`src/rtl/oot_pkg.sv`:
```
package oot_pkg;

    typedef enum logic {
        OP_READ  = 1'b0,
        OP_WRITE = 1'b1
    } oot_op_e;

    typedef struct packed {
        logic    valid;
        oot_op_e op;
        logic    has_data;
        logic    ordered;
        logic    err;
    } oot_flags_t;

    // A slot can answer once it holds a read, or a write whose data arrived
    function automatic logic slot_complete(oot_flags_t f);
        return f.valid && (f.op == OP_READ || f.has_data);
    endfunction

endpackage

```
`src/rtl/oot_pick.sv`:
```
module oot_pick #(
    parameter int N = 4
) (
    input  logic [N-1:0]                   req,
    output logic                           any,
    output logic [((N > 1) ? $clog2(N) : 1)-1:0] idx
);
    localparam int IW = (N > 1) ? $clog2(N) : 1;

    // Lowest set index wins
    always_comb begin
        any = 1'b0;
        idx = '0;
        for (int i = N - 1; i >= 0; i--) begin
            if (req[i]) begin
                any = 1'b1;
                idx = IW'(i);
            end
        end
    end
endmodule

```
`src/rtl/oot_mem.sv`:
```
module oot_mem #(
    parameter int AW = 4,
    parameter int DW = 16
) (
    input  logic          clk,
    input  logic          rst,
    input  logic          we,
    input  logic [AW-1:0] waddr,
    input  logic [DW-1:0] wdata,
    input  logic [AW-1:0] raddr,
    output logic [DW-1:0] rdata
);
    localparam int WORDS = 1 << AW;

    logic [DW-1:0] cells [WORDS];

    always_ff @(posedge clk) begin
        if (rst) begin
            for (int i = 0; i < WORDS; i++) cells[i] <= '0;
        end else if (we) begin
            cells[waddr] <= wdata;
        end
    end

    assign rdata = cells[raddr];
endmodule

```
`src/rtl/oot_slave.sv`:
```
module oot_slave
    import oot_pkg::*;
#(
    parameter int DEPTH  = 4,
    parameter int TAG_W  = 3,
    parameter int ADDR_W = 4,
    parameter int DATA_W = 16,
    parameter int LAT_W  = 4
) (
    input  logic              clk,
    input  logic              rst,
    input  logic              req_valid,
    input  logic              req_write,
    input  logic [ADDR_W-1:0] req_addr,
    input  logic [TAG_W-1:0]  req_tag,
    input  logic              req_unordered,
    input  logic [LAT_W-1:0]  req_delay,
    output logic              req_accept,
    input  logic              wd_valid,
    input  logic [TAG_W-1:0]  wd_tag,
    input  logic [DATA_W-1:0] wd_data,
    output logic              wd_ready,
    output logic              rsp_valid,
    input  logic              rsp_ready,
    output logic [TAG_W-1:0]  rsp_tag,
    output logic [DATA_W-1:0] rsp_data,
    output logic              rsp_err,
    output logic              rsp_inorder
);
    localparam int IW = (DEPTH > 1) ? $clog2(DEPTH) : 1;

    // Slot storage
    oot_flags_t        fl      [DEPTH];
    logic [TAG_W-1:0]  e_tag   [DEPTH];
    logic [ADDR_W-1:0] e_addr  [DEPTH];
    logic [DATA_W-1:0] e_data  [DEPTH];
    logic [LAT_W-1:0]  e_cnt   [DEPTH];
    logic [DEPTH-1:0]  older   [DEPTH];   // older[i][j]: slot j was accepted before slot i
    logic [DEPTH-1:0]  same_tag[DEPTH];

    logic [DEPTH-1:0] vmask, await_wd, first_wd, elig;
    logic             free_any, wd_any, el_any;
    logic [IW-1:0]    free_idx, wd_idx, el_idx, sel;
    logic             lock;
    logic [IW-1:0]    lock_idx;
    logic             fire;
    logic [DEPTH-1:0] sel_oh;
    logic [DATA_W-1:0] mem_rdata;

    for (genvar i = 0; i < DEPTH; i++) begin : g_slot
        for (genvar j = 0; j < DEPTH; j++) begin : g_cmp
            assign same_tag[i][j] = fl[j].valid && (e_tag[j] == e_tag[i]);
        end
        assign vmask[i]    = fl[i].valid;
        assign await_wd[i] = fl[i].valid && fl[i].op == OP_WRITE && !fl[i].has_data;
        assign first_wd[i] = await_wd[i] && ((older[i] & await_wd) == '0);
        assign elig[i]     = slot_complete(fl[i]) && (e_cnt[i] == '0)
                             && ((older[i] & same_tag[i]) == '0)
                             && (!fl[i].ordered || ((older[i] & vmask) == '0));
    end

    oot_pick #(.N(DEPTH)) u_free (.req(~vmask),  .any(free_any), .idx(free_idx));
    oot_pick #(.N(DEPTH)) u_wd   (.req(first_wd), .any(wd_any),   .idx(wd_idx));
    oot_pick #(.N(DEPTH)) u_rsp  (.req(elig),     .any(el_any),   .idx(el_idx));

    assign req_accept = free_any;
    assign wd_ready   = wd_any;

    // A stalled response keeps its slot so a newly ready slot cannot replace it
    assign sel        = lock ? lock_idx : el_idx;
    assign rsp_valid  = lock || el_any;
    assign fire       = rsp_valid && rsp_ready;
    assign sel_oh     = DEPTH'(1) << sel;

    oot_mem #(.AW(ADDR_W), .DW(DATA_W)) u_mem (
        .clk   (clk),
        .rst   (rst),
        .we    (fire && fl[sel].op == OP_WRITE && !fl[sel].err),
        .waddr (e_addr[sel]),
        .wdata (e_data[sel]),
        .raddr (e_addr[sel]),
        .rdata (mem_rdata)
    );

    assign rsp_tag     = e_tag[sel];
    assign rsp_data    = (fl[sel].op == OP_WRITE) ? '0 : mem_rdata;
    assign rsp_err     = fl[sel].err;
    assign rsp_inorder = fl[sel].ordered;

    always_ff @(posedge clk) begin
        if (rst) begin
            lock     <= 1'b0;
            lock_idx <= '0;
            for (int i = 0; i < DEPTH; i++) begin
                fl[i]     <= '0;
                e_tag[i]  <= '0;
                e_addr[i] <= '0;
                e_data[i] <= '0;
                e_cnt[i]  <= '0;
                older[i]  <= '0;
            end
        end else begin
            lock     <= rsp_valid && !rsp_ready;
            lock_idx <= sel;
            for (int i = 0; i < DEPTH; i++) begin
                if (fl[i].valid && e_cnt[i] != '0) e_cnt[i] <= e_cnt[i] - LAT_W'(1);
                if (fire) older[i][sel] <= 1'b0;
            end
            if (fire) fl[sel].valid <= 1'b0;
            if (wd_valid && wd_any) begin
                fl[wd_idx].has_data <= 1'b1;
                fl[wd_idx].err      <= (wd_tag != e_tag[wd_idx]);
                e_data[wd_idx]      <= wd_data;
            end
            if (req_valid && free_any) begin
                fl[free_idx]     <= '{valid: 1'b1, op: oot_op_e'(req_write),
                                      has_data: 1'b0, ordered: !req_unordered, err: 1'b0};
                e_tag[free_idx]  <= req_tag;
                e_addr[free_idx] <= req_addr;
                e_cnt[free_idx]  <= req_delay;
                older[free_idx]  <= vmask & ~(fire ? sel_oh : '0);
            end
        end
    end


    rsp_delay_done_chk: assert property (@(posedge clk) disable iff (rst)
        rsp_valid |-> e_cnt[sel] == '0);


    same_tag_order_chk: assert property (@(posedge clk) disable iff (rst)
        rsp_valid |-> (older[sel] & same_tag[sel]) == '0);


    ordered_wait_chk: assert property (@(posedge clk) disable iff (rst)
        (rsp_valid && rsp_inorder) |-> (older[sel] & vmask) == '0);


    alloc_free_slot_chk: assert property (@(posedge clk) disable iff (rst)
        (req_valid && req_accept) |-> !vmask[free_idx]);


    data_pairs_chk: assert property (@(posedge clk) disable iff (rst)
        (wd_valid && wd_ready) |=> fl[$past(wd_idx)].has_data);


    rsp_hold_chk: assert property (@(posedge clk) disable iff (rst)
        (rsp_valid && !rsp_ready) |=> rsp_valid && $stable(rsp_tag)
            && $stable(rsp_data) && $stable(rsp_err) && $stable(rsp_inorder));
endmodule

```
`config.mk`:
```
export PLATFORM = sky130hd
export DESIGN_NAME = oot_slave
export DESIGN_NICKNAME = d
export VERILOG_FILES = /design/src/rtl/oot_pkg.sv /design/src/rtl/oot_pick.sv /design/src/rtl/oot_mem.sv /design/src/rtl/oot_slave.sv
export SDC_FILE = /design/constraint.sdc
export NUM_CORES = 1
export LEC_CHECK = 0
export BUFFER_PORTS_ARGS = -buffer_cell sky130_fd_sc_hd__buf_2
export CORE_AREA = 2 2 209 211
export DETAILED_ROUTE_END_ITERATION = 16
export DIE_AREA = 0 0 211 213
export PLACE_DENSITY = 0.6
export SETUP_SLACK_MARGIN = 0.3
export SLEW_MARGIN = 20
export SYNTH_ARGS = -nofsm -noshare
export SYNTH_HDL_FRONTEND = slang
export SYNTH_SLANG_ARGS = --single-unit
```
`constraint.sdc`:
```
create_clock -name clk -period 9.4 [get_ports clk]
set_input_delay 1.88 -clock clk [delete_from_list [all_inputs] [get_ports clk]]
set_output_delay 1.88 -clock clk [all_outputs]
set_load 0.02 [all_outputs]
```
Yosys cells after proc, flatten, opt, wreduce, memory -nomap -nowiden --
Memory sizes are Yosys's and may differ from the RTL's. Cells that the tools add are included.
Operators by class: multiplexer cells 97, equal/unequal tests 13, $lt $le $gt $ge 2, $add $sub $neg 4, bitwise operators 39, shift operators 1, reduce and logical (&&, ||, !) cells 98
Operator list (count):
- $logic_not A4 Y1 | 16
- $mux W1 | 60
- $and A4 B4 Y4 | 13
- $logic_and A1 B1 Y1 | 51
- $mux W16 | 3
- $mux W2 | 21
- $eq A3 B3 Y1 | 12
- $mux W4 | 8
- $reduce_or A16 Y1 | 2
- $or A1 B1 Y1 | 20
- $reduce_bool A4 Y1 | 4
- $sub A4 B1 Y4 const B | 4
- $mux W5 | 3
- $reduce_or A5 Y1 | 3
- $logic_not A1 Y1 | 11
- $logic_or A1 B1 Y1 | 9
- $not A4 Y4 | 2
- $not A1 Y1 | 4
- $reduce_or A4 Y1 | 1
- $shl A1 B2 Y4 const A | 1
- $lt A2 B3 Y1 const B | 1
- $mux W3 | 1
- $ne A3 B3 Y1 | 1
- $reduce_or A3 Y1 | 1
- other kinds (2) | 2
Word-level totals: word-level logic and storage cells 263, memories 7, flip-flop bits (word level) 3, RAM bits 400
Memories:
- u_mem.cells | words 16, width 16, read ports 1, clocked after Yosys merged registers in 0, wr ports 16, line oot_mem.sv:15 | logic [DW-1:0] cells [WORDS];
- e_data | words 4, width 16, read ports 1, clocked after Yosys merged registers in 0, wr ports 4, line oot_slave.sv:36 | logic [DATA_W-1:0] e_data [DEPTH];
- fl | words 4, width 5, read ports 5, clocked after Yosys merged registers in 0, wr ports 4, line oot_slave.sv:33 | oot_flags_t fl [DEPTH];
- e_addr | words 4, width 4, read ports 1, clocked after Yosys merged registers in 0, wr ports 4, line oot_slave.sv:35 | logic [ADDR_W-1:0] e_addr [DEPTH];
- e_cnt | words 4, width 4, read ports 4, clocked after Yosys merged registers in 0, wr ports 5, line oot_slave.sv:37 | logic [LAT_W-1:0] e_cnt [DEPTH];
- older | words 4, width 4, read ports 4, clocked after Yosys merged registers in 0, wr ports 5, line oot_slave.sv:38 | logic [DEPTH-1:0] older [DEPTH];
- 1 more memories

Depth between registers and ports, before layout --
Gate-level depths: netlist of the first run. An unclocked memory read counts as a cell.
depth after elaboration 20, mapped depth 15

By module --
From an unflattened synthesis of the first run, not the netlist that was laid out.
Second synthesis, totals: cells, all modules 1334, area total of the unflattened synthesis 18900.6 um^2
By module, submodules not included:
- oot_mem | cells each 722, times used 1, sequential area each 7687.4 um^2, area an instance 11533.6 um^2
- oot_slave | cells each 591, times used 1, sequential area each 4264.1 um^2, area an instance 7262.0 um^2
- oot_pick | cells each 7, times used 3, sequential area each 0.0 um^2, area an instance 35.0 um^2

Least setup slack after synthesis of the first run --
Ideal clock, no wire load.
kind reg2out, from memory e_cnt[2][0], to output rsp_data[10], buffers on the path 3, required time 7.520 ns, arrival time 3.792 ns, slack 3.728 ns, cell stages (with the launch flop) 16, cells stage by stage edfxtp_1 inv_1 ha_1 or3b_1 or3_1 a311o_1 o2bb2ai_2 a21o_4 mux2_2 a21o_1 buf_2 buf_4 nand3_1 clkbuf_1 a211oi_1 a211o_1
RTL lines:
- start: declaration | line oot_slave.sv:37
- end: declaration | line oot_slave.sv:26 | output logic [DATA_W-1:0] rsp_data,

==> impl_metrics.yaml, run 1 <==
die:
  die_x_um: 211
  ioPinCount: 61
  initial_core_util: 0.446
  std_cell_rows: 76
  die_h_um: 213
  core_region_area_um2: 42700
  dieArea_um2: 44900
clock_network:
  post_cts_buffers: 0
  clk_pin_slew_worst_paths_ps: 60
  cts_max_level: 2
  cts_hold_buf: 0
  cts_sinks: 403
  insertion_delay_ps: 580
  cts_tree: "yes"
  clock_path_buffers: 3
  cts-resized-gates: 0
  clock-root-buffer: "clkbuf_16"
  cts_buffers: 44
synth:
  async_reset_ff_frac: 0
  ys_top_cells_by_area: "edfxtp_1, nor2_1, mux2i_1"
  synth_area_um2: 19000
  avgSynthCellArea_um2: 11.4
  synth_cells: 1665
  ys_warn_count: 0
  synthMuxAreaShare: 0.0578
  synth_compound_area_frac: 0.0970
  synthXorXnorAreaFrac: 0.0133
  synth_top_area_share: 0.612
  synth_top_family_by_area: "simple AND/OR/NAND/NOR gates"
  synth-simple-area-share: 0.159
  synth-edff-count: 388
  yosysTopAreaCell: "edfxtp_1"
  ys_types: 74
  synth-seq-area-share: 0.628
  synth_fa_ha_area_frac: 0.00395
  ys_seq_elements: 403
  ys.flop_type: "edfxtp_1"
flow_run:
  cap_violations: 0
final_layout:
  area_growth_pct: 11.2
  drive_gt1_frac: 0.110
  multi_input_area_um2: 6400
  layout.nets: 1732
  fillers: 3847
  diodes: 0
  ff_latch_area_um2: 12000
grt:
  grt.total_usage: 0.241
  grt_pass1_wl_mm: 80.5
  antenna_found_initial: 1
  grt_overflow_total: 0
  grt_pass1_vias: 12900
  grt_start_max_net_pins: 64
route:
  drc: 0
  avgViaCountPerCell: 5.75
  drt_wl_total_mm: 53.2
  drt-initial-drc-count: 1227
  avgRoutedWirePerCell_um: 23.5
  ant_nets: 0
  first_pass_iters: 6
  detailroute.via_count: 13000
critical_path:
  path_cells: "inv_1 > ha_1 > or3b_1 > or3_1 > a311o_1 > o211ai_1 > a221oi_2 > nor2_4 > buf_4 > mux2i_4 > buf_4 > nor2_1 > buf_4 > a221oi_1 > a211o_1 > buf_2"
  critPathArrivalTime_ps: 5770
  start_kind: "flop"
  worstPathMaxFanout: 63
  crit_path_end_kind: "output port"
  slowest_delay_ps: 660
  slowest_stage: "a221oi_1"
  crit_top_cell: "buf_4"
  critPathRequiredTime_ps: 7520
  critical_path_class: "reg2out"
sta:
  fin_skew_ps: 18.0
  setup_viol: 0
  fmax_mhz: 131
  tightest_slew_ps: 1130
  final_critical_path_setup_slack_ps: 1750
  maxSlewViolCount: 0
  grt_setup_unrepaired: "false"
  finalCritPeriodShare: 0.814
  finalHoldViolations: 0
  tns_ps: 0
  layout_min_cycle_time_ps: 7650
  max_slew_margin: 0.244
worst_hold_path:
  hold_class: "reg2reg"
pwr:
  irDropWorstVdd_mv: 0.108
  p_per_area_nw_per_um2: 190
  cellLeakagePower_nw: 8.04
  total_power_mw: 4.02
run_status:
  status: "completed"
placed_design:
  place_congestion: 0.931
  dp_hpwl_mm: 34.3
  io_buffers: 60
  dpl_worst_slack_ps: 2410
[stage by stage]
| stage | utilization | hold WS, ps | instances | area [um^2] |
|---|---|---|---|---|
| CTS | 0.495 | 472 | 2266 | 21200 |
| global route | 0.495 | 489 | 2266 | 21200 |
| floorplan | - | 430 | 1668 | 19000 |
| detailed placement | 0.465 | 461 | 2189 | 19900 |
| finish | 0.495 | 471 | 2266 | 21200 |
| global placement | 0.465 | 458 | 2189 | 19900 |
[cells by family after synthesis]
kind of cell               Yosys count
xor gates and xnor gates            29
buffers and inverters              192
muxes                              109
and+or+nand+nor                    682
adders and majority gates            6
AOI/OAI and AO/OA                  243
other                                1
DFF                                403
[flip-flops by register name, summed over array words and instances (netlist names)]
register / flops
e_tag: 12
e_data: 64
fl: 20
e_addr: 16
u_mem.cells: 256
lock_idx: 2
lock: 1
older: 16
e_cnt: 16
[path summary, 6_finish.rpt]
path / startpoint / end / slack [ps] / depth (start not counted)
min reg2reg: fl[1][2] / fl[1][2] / 470 / 2
max: e_cnt[2][0] / rsp_data[10] / 1750 / 16
min: fl[1][2] / fl[1][2] / 470 / 2
max reg2reg: e_cnt[2][0] / u_mem.cells[1][1] / 2960 / 13
[report_power, final]
group | total, mW | switching [mW] | internal, mW
logic | 0.346 | 0.240 | 0.106
registers | 2.07 | 0.0333 | 2.03
clock network | 1.60 | 0.704 | 0.901
[layer usage]
layer	global-route usage	up-vias	share of wire
met4	0.0758	0	0.025
met5	0	-	0
met2	0.399	469	0.48
met1	0.326	6457	0.43
li1	-	6005	-
met3	0.0393	92	0.065
[area by class of cell]
cell class | instances | share of cell area
timing repair buffer | 94 | 0.0263
clock buffer | 57 | 0.0554
clock inverter | 20 | 0.00556
tap | 546 | 0.0323
multi-input combinational | 1073 | 0.303
inverter | 73 | 0.0130
sequential | 403 | 0.565
[critical path: cells and delay by family (launching register included)]
family | cells | cell delay (ps)
AO/OA/AOI/OAI | 5 | 1620
adder cells (fa/ha/maj) | 1 | 130
buffers and inverters | 5 | 1610
flip-flops | 1 | 410
multiplexers | 1 | 300
AND/OR/NAND/NOR | 4 | 1070
[cell usage in the layout, fill, tap and decap left out, types with 14 or more instances in the layout]
cell / instances
a211o_1: 15
a211oi_1: 100
a221oi_1: 17
a22oi_1: 16
and2_1: 38
and3_1: 24
buf_2: 60
buf_4: 34
clkbuf_16: 45
dfxtp_1: 15
edfxtp_1: 388
inv_1: 73
mux2i_1: 103
nand2_1: 205
nand3_1: 29
nor2_1: 316
o21ai_0: 31
o21ai_1: 16
xnor2_1: 14
xor2_1: 15
[cell usage after synthesis, drive strengths merged (12+ instances only)]
master,count
edfxtp,388
nor2,319
nand2,213
mux2i,105
a211oi,101
clkbuf,77
inv,73
o21ai,47
buf,42
and2,38
nand3,29
and3,25
a221oi,20
a22oi,16
a211o,15
dfxtp,15
xor2,15
xnor2,14
nand2b,12
Note: power is estimated with default switching activity, not from simulation.
==> run 2, diff against run 1 <==
Clock period 9.4 ns to 7.3 ns, I/O delays scaled along.
==> run 2 against run 1 <==
Net effect: non-clock buffer count is 5 higher; first-iteration DRC count down 0.33%; clock power up 31%.
==> impl_metrics.yaml, run 2 (synthesis results as in run 1) <==
clock_network:
  cts_tree: "yes"
  clock_path_buffers: 3
  clk_pin_slew_worst_paths_ps: 60
  cts_hold_buf: 0
  cts_sinks: 403
  insertion_delay_ps: 570
  cts_buffers: 44
  clock-root-buffer: "clkbuf_16"
  cts_max_level: 2
placed_design:
  io_buffers: 60
  place_congestion: 0.900
  dp_hpwl_mm: 34.1
sta:
  grt_setup_unrepaired: "false"
  finalCritPeriodShare: 0.929
  tns_ps: 0
  max_slew_margin: 0.367
  fmax_mhz: 147
  tightest_slew_ps: 945
  layout_min_cycle_time_ps: 6780
  fin_skew_ps: 17.0
  setup_viol: 0
  finalHoldViolations: 0
  fin_hold_ws_ps: 470
  maxSlewViolCount: 0
die:
  die_x_um: 211
  die_h_um: 213
  std_cell_rows: 76
  ioPinCount: 61
  dieArea_um2: 44900
  initial_core_util: 0.446
  core_region_area_um2: 42700
final_layout:
  drive_gt1_frac: 0.116
  finish.utilization: 0.498
  diodes: 0
  layout_commonest_cell: "edfxtp_1"
  final_cell_mix: "edfxtp_1, nor2_1, nand2_1"
  top_regs: "u_mem.cells: 256 flops, e_data: 64 flops, fl: 20 flops"
  area_growth_pct: 11.6
  layout.nets: 1737
  largest_reg_flops: 256
  top_register: "u_mem.cells"
critical_path:
  path_cells: "inv_1 > ha_1 > or3b_1 > or3_1 > a311o_1 > o2bb2ai_2 > a21o_4 > mux2i_4 > a21oi_4 > buf_4 > nor2_2 > buf_4 > a221oi_1 > a22o_1 > buf_2"
  critical_path_class: "reg2out"
  start_kind: "flop"
  slowest_delay_ps: 450
  worstPathMaxFanout: 21
  slowest_stage: "a21oi_4"
  crit_top_cell: "buf_4"
  crit_path_end_kind: "output port"
  critPathArrivalTime_ps: 5320
  critPathRequiredTime_ps: 5840
worst_hold_path:
  hold_class: "reg2reg"
flow_run:
  cap_violations: 0
route:
  first_pass_iters: 5
  detailroute.via_count: 12900
  drt-initial-drc-count: 1223
  avgRoutedWirePerCell_um: 22.5
  drc: 0
  avgViaCountPerCell: 5.67
  drt_wl_total_mm: 51.1
  ant_nets: 0
pwr:
  cellLeakagePower_nw: 8.09
  irDropWorstVdd_mv: 0.151
  total_power_mw: 5.21
  p_per_area_nw_per_um2: 245
grt:
  grt.total_usage: 0.231
  antenna_found_initial: 1
  grt_start_max_net_pins: 65
  grt_pass1_vias: 12700
  grt_overflow_total: 0
  grt_pass1_wl_mm: 77.9
run_status:
  status: "completed"
[run 2: cell types whose count changed in the layout (fill, tap and decap cells not counted), moves of 2 or more]
cell,before,now
nor2_2,0,2
nor2_4,3,1
inv_6,2,0
clkinv_1,12,5
buf_4,34,37
clkbuf_1,12,14
clkbuf_8,0,4
[run 2: metrics by stage]
step	area, um^2	setup slack (ps)	std cells
2_1_floorplan	19000	2050	1668
4_1_cts	21200	458	2269
3_5_place_dp	19900	1090	2193
5_1_grt	21200	309	2270
6_report	21200	517	2270
3_3_place_gp	19900	1140	2193
[run 2: cell type report]
| type | count | area, um^2 |
|---|---|---|
| clock buffers | 63 | 1230 |
| well taps | 546 | 683 |
| inverters | 73 | 274 |
| flip-flops and latches | 403 | 12000 |
| clock inverters | 13 | 87.6 |
| fillers | 3766 | 21500 |
| multi-input cells | 1073 | 6400 |
| repair buffers | 99 | 609 |
[run 2: where the power goes]
group          leakage [nW]  internal [mW]  switching (mW)  total, mW
Combinational          3.31          0.140           0.318      0.458
Clock                 0.649           1.20           0.891       2.09
Sequential             4.13           2.62          0.0415       2.66
[run 2: routing by layer]
layer  GRT usage  part of all wire  vias to the layer above
met1       0.315              0.43                     6396
met3      0.0406             0.067                       85
li1            -                 -                     5990
met5           0                 0                        -
met4      0.0835             0.030                        0
met2       0.373              0.47                      400
[run 2: critical path: cells and delay by family, from the launching register on]
family | cells | cell delay (ps)
DFF | 1 | 410
AOI/OAI and AO/OA | 6 | 2230
buffers and inverters | 4 | 940
adders and majority gates | 1 | 130
muxes | 1 | 130
and+or+nand+nor | 3 | 850
[run 2: path summary, 6_finish.rpt]
path | start | endpoint | slack, ps | depth (start not counted)
hold / removal | fl[1][2] | fl[1][2] | 470 | 2
setup reg to reg | e_cnt[2][0] | u_mem.cells[1][4] | 1700 | 13
hold reg to reg | fl[1][2] | fl[1][2] | 470 | 2
setup / recovery | e_cnt[2][0] | rsp_data[14] | 520 | 15
[run 2: what timing repair did]
item / CTS / global route
setup buffers: 0 / 1
resized for setup: 0 / 4
setup endpoints to repair: 0 / 15
==> run 3, diff against run 2 <==
Settings changed: ABC_AREA set to 1, CORE_AREA 2 2 209 211 to 2 2 213 215, DIE_AREA 0 0 211 213 to 0 0 215 217.
==> run 3 against run 2 <==
Net effect: via count rose by 11%; register-to-register slack got worse by 50 ps; core utilization fell by 1.1 points; worst hold slack got worse by 0.73 ps; sequential power barely moved; clock power rose by 3%; critical endpoint is now rsp_data[0]; largest cell class unchanged.
==> impl_metrics.yaml, run 3 <==
run_status:
  status: "completed"
clock_network:
  clock-root-buffer: "clkbuf_16"
  cts_tree: "yes"
  cts-resized-gates: 0
  cts_max_level: 2
  insertion_delay_ps: 580
  cts_buffers: 44
  clk_pin_slew_worst_paths_ps: 60
  cts_sinks: 403
  clock_path_buffers: 3
  post_cts_buffers: 0
  cts_hold_buf: 0
die:
  core_region_area_um2: 44700
  dieArea_um2: 46700
  ioPinCount: 61
  std_cell_rows: 78
  die_h_um: 217
  initial_core_util: 0.442
  die_x_um: 215
sta:
  layout_min_cycle_time_ps: 6260
  grt_setup_unrepaired: "false"
  finalHoldViolations: 0
  fmax_mhz: 160
  fin_skew_ps: 27.7
  tns_ps: 0
  finalCritPeriodShare: 0.858
  final_critical_path_setup_slack_ps: 1040
  max_slew_margin: 0.226
  fin_hold_ws_ps: 469
  setup_viol: 0
  tightest_slew_ps: 1160
  maxSlewViolCount: 0
final_layout:
  largest_reg_flops: 256
  final_cell_mix: "nand2_1, edfxtp_1, nor2_1"
  top_register: "u_mem.cells"
  top_regs: "u_mem.cells: 256 flops, e_data: 64 flops, fl: 20 flops"
  layout.nets: 2223
  fin_cells: 2814
  drive_gt1_frac: 0.108
  diodes: 0
  finish.utilization: 0.487
  fin_area_um2: 21800
  layout_commonest_cell: "nand2_1"
  area_growth_pct: 10.1
critical_path:
  worstPathMaxFanout: 186
  reg2reg_from: "e_cnt[1][0]"
  critPathArrivalTime_ps: 4800
  worst_r2r_path_depth: 20
  critPathCapture: "rsp_data[0]"
  crit_path_end_kind: "output port"
  rr_endpoint: "u_mem.cells[7][3]"
  critPathRequiredTime_ps: 5840
  start_kind: "flop"
  crit_start: "e_cnt[1][0]"
  r2r_slack_ps: 1650
  critical_path_class: "reg2out"
synth:
  synth_fa_ha_area_frac: 0.00380
  synth_area_um2: 19800
  yosysTopAreaCell: "edfxtp_1"
  ys.flop_type: "edfxtp_1"
  synth-simple-area-share: 0.256
  synth-edff-count: 388
  synth_top_area_share: 0.589
  synth_common_cells: "nand2_1, edfxtp_1, nor2_1"
  post-synth-top-count-cell: "nand2_1"
  ys_types: 40
  synth_compound_area_frac: 0.0461
  ys_warn_count: 0
  avgSynthCellArea_um2: 9.14
  ys_seq_elements: 403
  synth-seq-area-share: 0.605
  synthXorXnorAreaFrac: 0.00753
  synth_top_family_by_area: "simple AND/OR/NAND/NOR gates"
  async_reset_ff_frac: 0
  ys_top_cells_by_area: "edfxtp_1, nand2_1, nor2_1"
  synth_cells: 2162
  synthMuxAreaShare: 0
route:
  avgRoutedWirePerCell_um: 18.4
  met2WireLength_mm: 23.8
  ant_nets: 0
  drt_wl_total_mm: 51.8
  detailroute.via_count: 14300
  dr.max_layer_used: "met4"
  wl_met3_mm: 3.59
  drc: 0
  drt-initial-drc-count: 1569
  met1Wirelength_mm: 22.8
  avgViaCountPerCell: 5.09
  first_pass_iters: 6
placed_design:
  io_buffers: 60
  place_congestion: 0.910
  place_inst: 2734
  dpl_worst_slack_ps: 1690
  dpl-instance-area_um2: 20400
  dp_hpwl_mm: 34.1
pwr:
  p_per_area_nw_per_um2: 251
  irDropWorstVdd_mv: 0.176
  total_power_mw: 5.47
  cellLeakagePower_nw: 9.31
grt:
  grt_start_max_net_pins: 187
  grt_pass1_wl_mm: 79.8
  antenna_found_initial: 0
  grt.total_usage: 0.222
  grt_pass1_vias: 13800
  grt_overflow_total: 0
flow_run:
  cap_violations: 0
worst_hold_path:
  hold_class: "reg2reg"
## run 3: worst max-delay path: stages (launching register included)
cell,delay (ps)
edfxtp_1,380
inv_1,90
ha_1,190
nand2_1,70
nor2_1,350
nand2_1,120
nor2_1,120
nand2_1,70
nor2_2,160
nor2_1,70
nand2_1,100
nand2_4,110
inv_2,90
nand2_1,350
nand2_4,290
buf_12,540
o21ai_0,260
nand2_1,140
nand2_1,60
nand2_1,120
nand3_1,160
nor2_1,170
buf_2,190
## run 3: final cells by class
type	instances	area, um^2
tap	600	751
sequential	403	12000
clock buffer	63	1180
inverter	286	1080
clock inverter	17	173
fill	4339	22900
multi-input combinational	1372	6220
timing repair buffer	73	410
## run 3: how the worst min path moves through the flow
stage | from | end | slack [ps] | depth (start not counted)
final | fl[2][2] | fl[2][2] | 470 | 2
after floorplan | fl[1][2] | fl[1][2] | 430 | 2
after detailed placement | fl[0][0] | fl[0][0] | 470 | 2
after CTS | fl[0][0] | fl[0][0] | 470 | 2
after global placement | fl[2][2] | fl[2][2] | 460 | 2
after global routing | fl[0][0] | fl[0][0] | 490 | 2
## run 3: report_power, final
| group | leakage [nW] | internal, mW | total [mW] | switching, mW |
|---|---|---|---|---|
| clock network | 0.652 | 1.23 | 2.15 | 0.917 |
| registers | 4.13 | 2.63 | 2.67 | 0.0412 |
| logic | 4.53 | 0.165 | 0.654 | 0.489 |
## run 3: logic make-up after synthesis
kind of cell | after synthesis
other cells | 1
xor+xnor | 17
compound gates | 159
simple gates | 1186
fa+ha+maj | 6
buf+inv | 390
flops | 403
## run 3: metal layers
layer  vias to the layer above  GRT usage
li1                       6949          -
met1                      6806      0.306
met2                       475      0.359
met3                        83     0.0355
met4                         0     0.0805
met5                         -          0
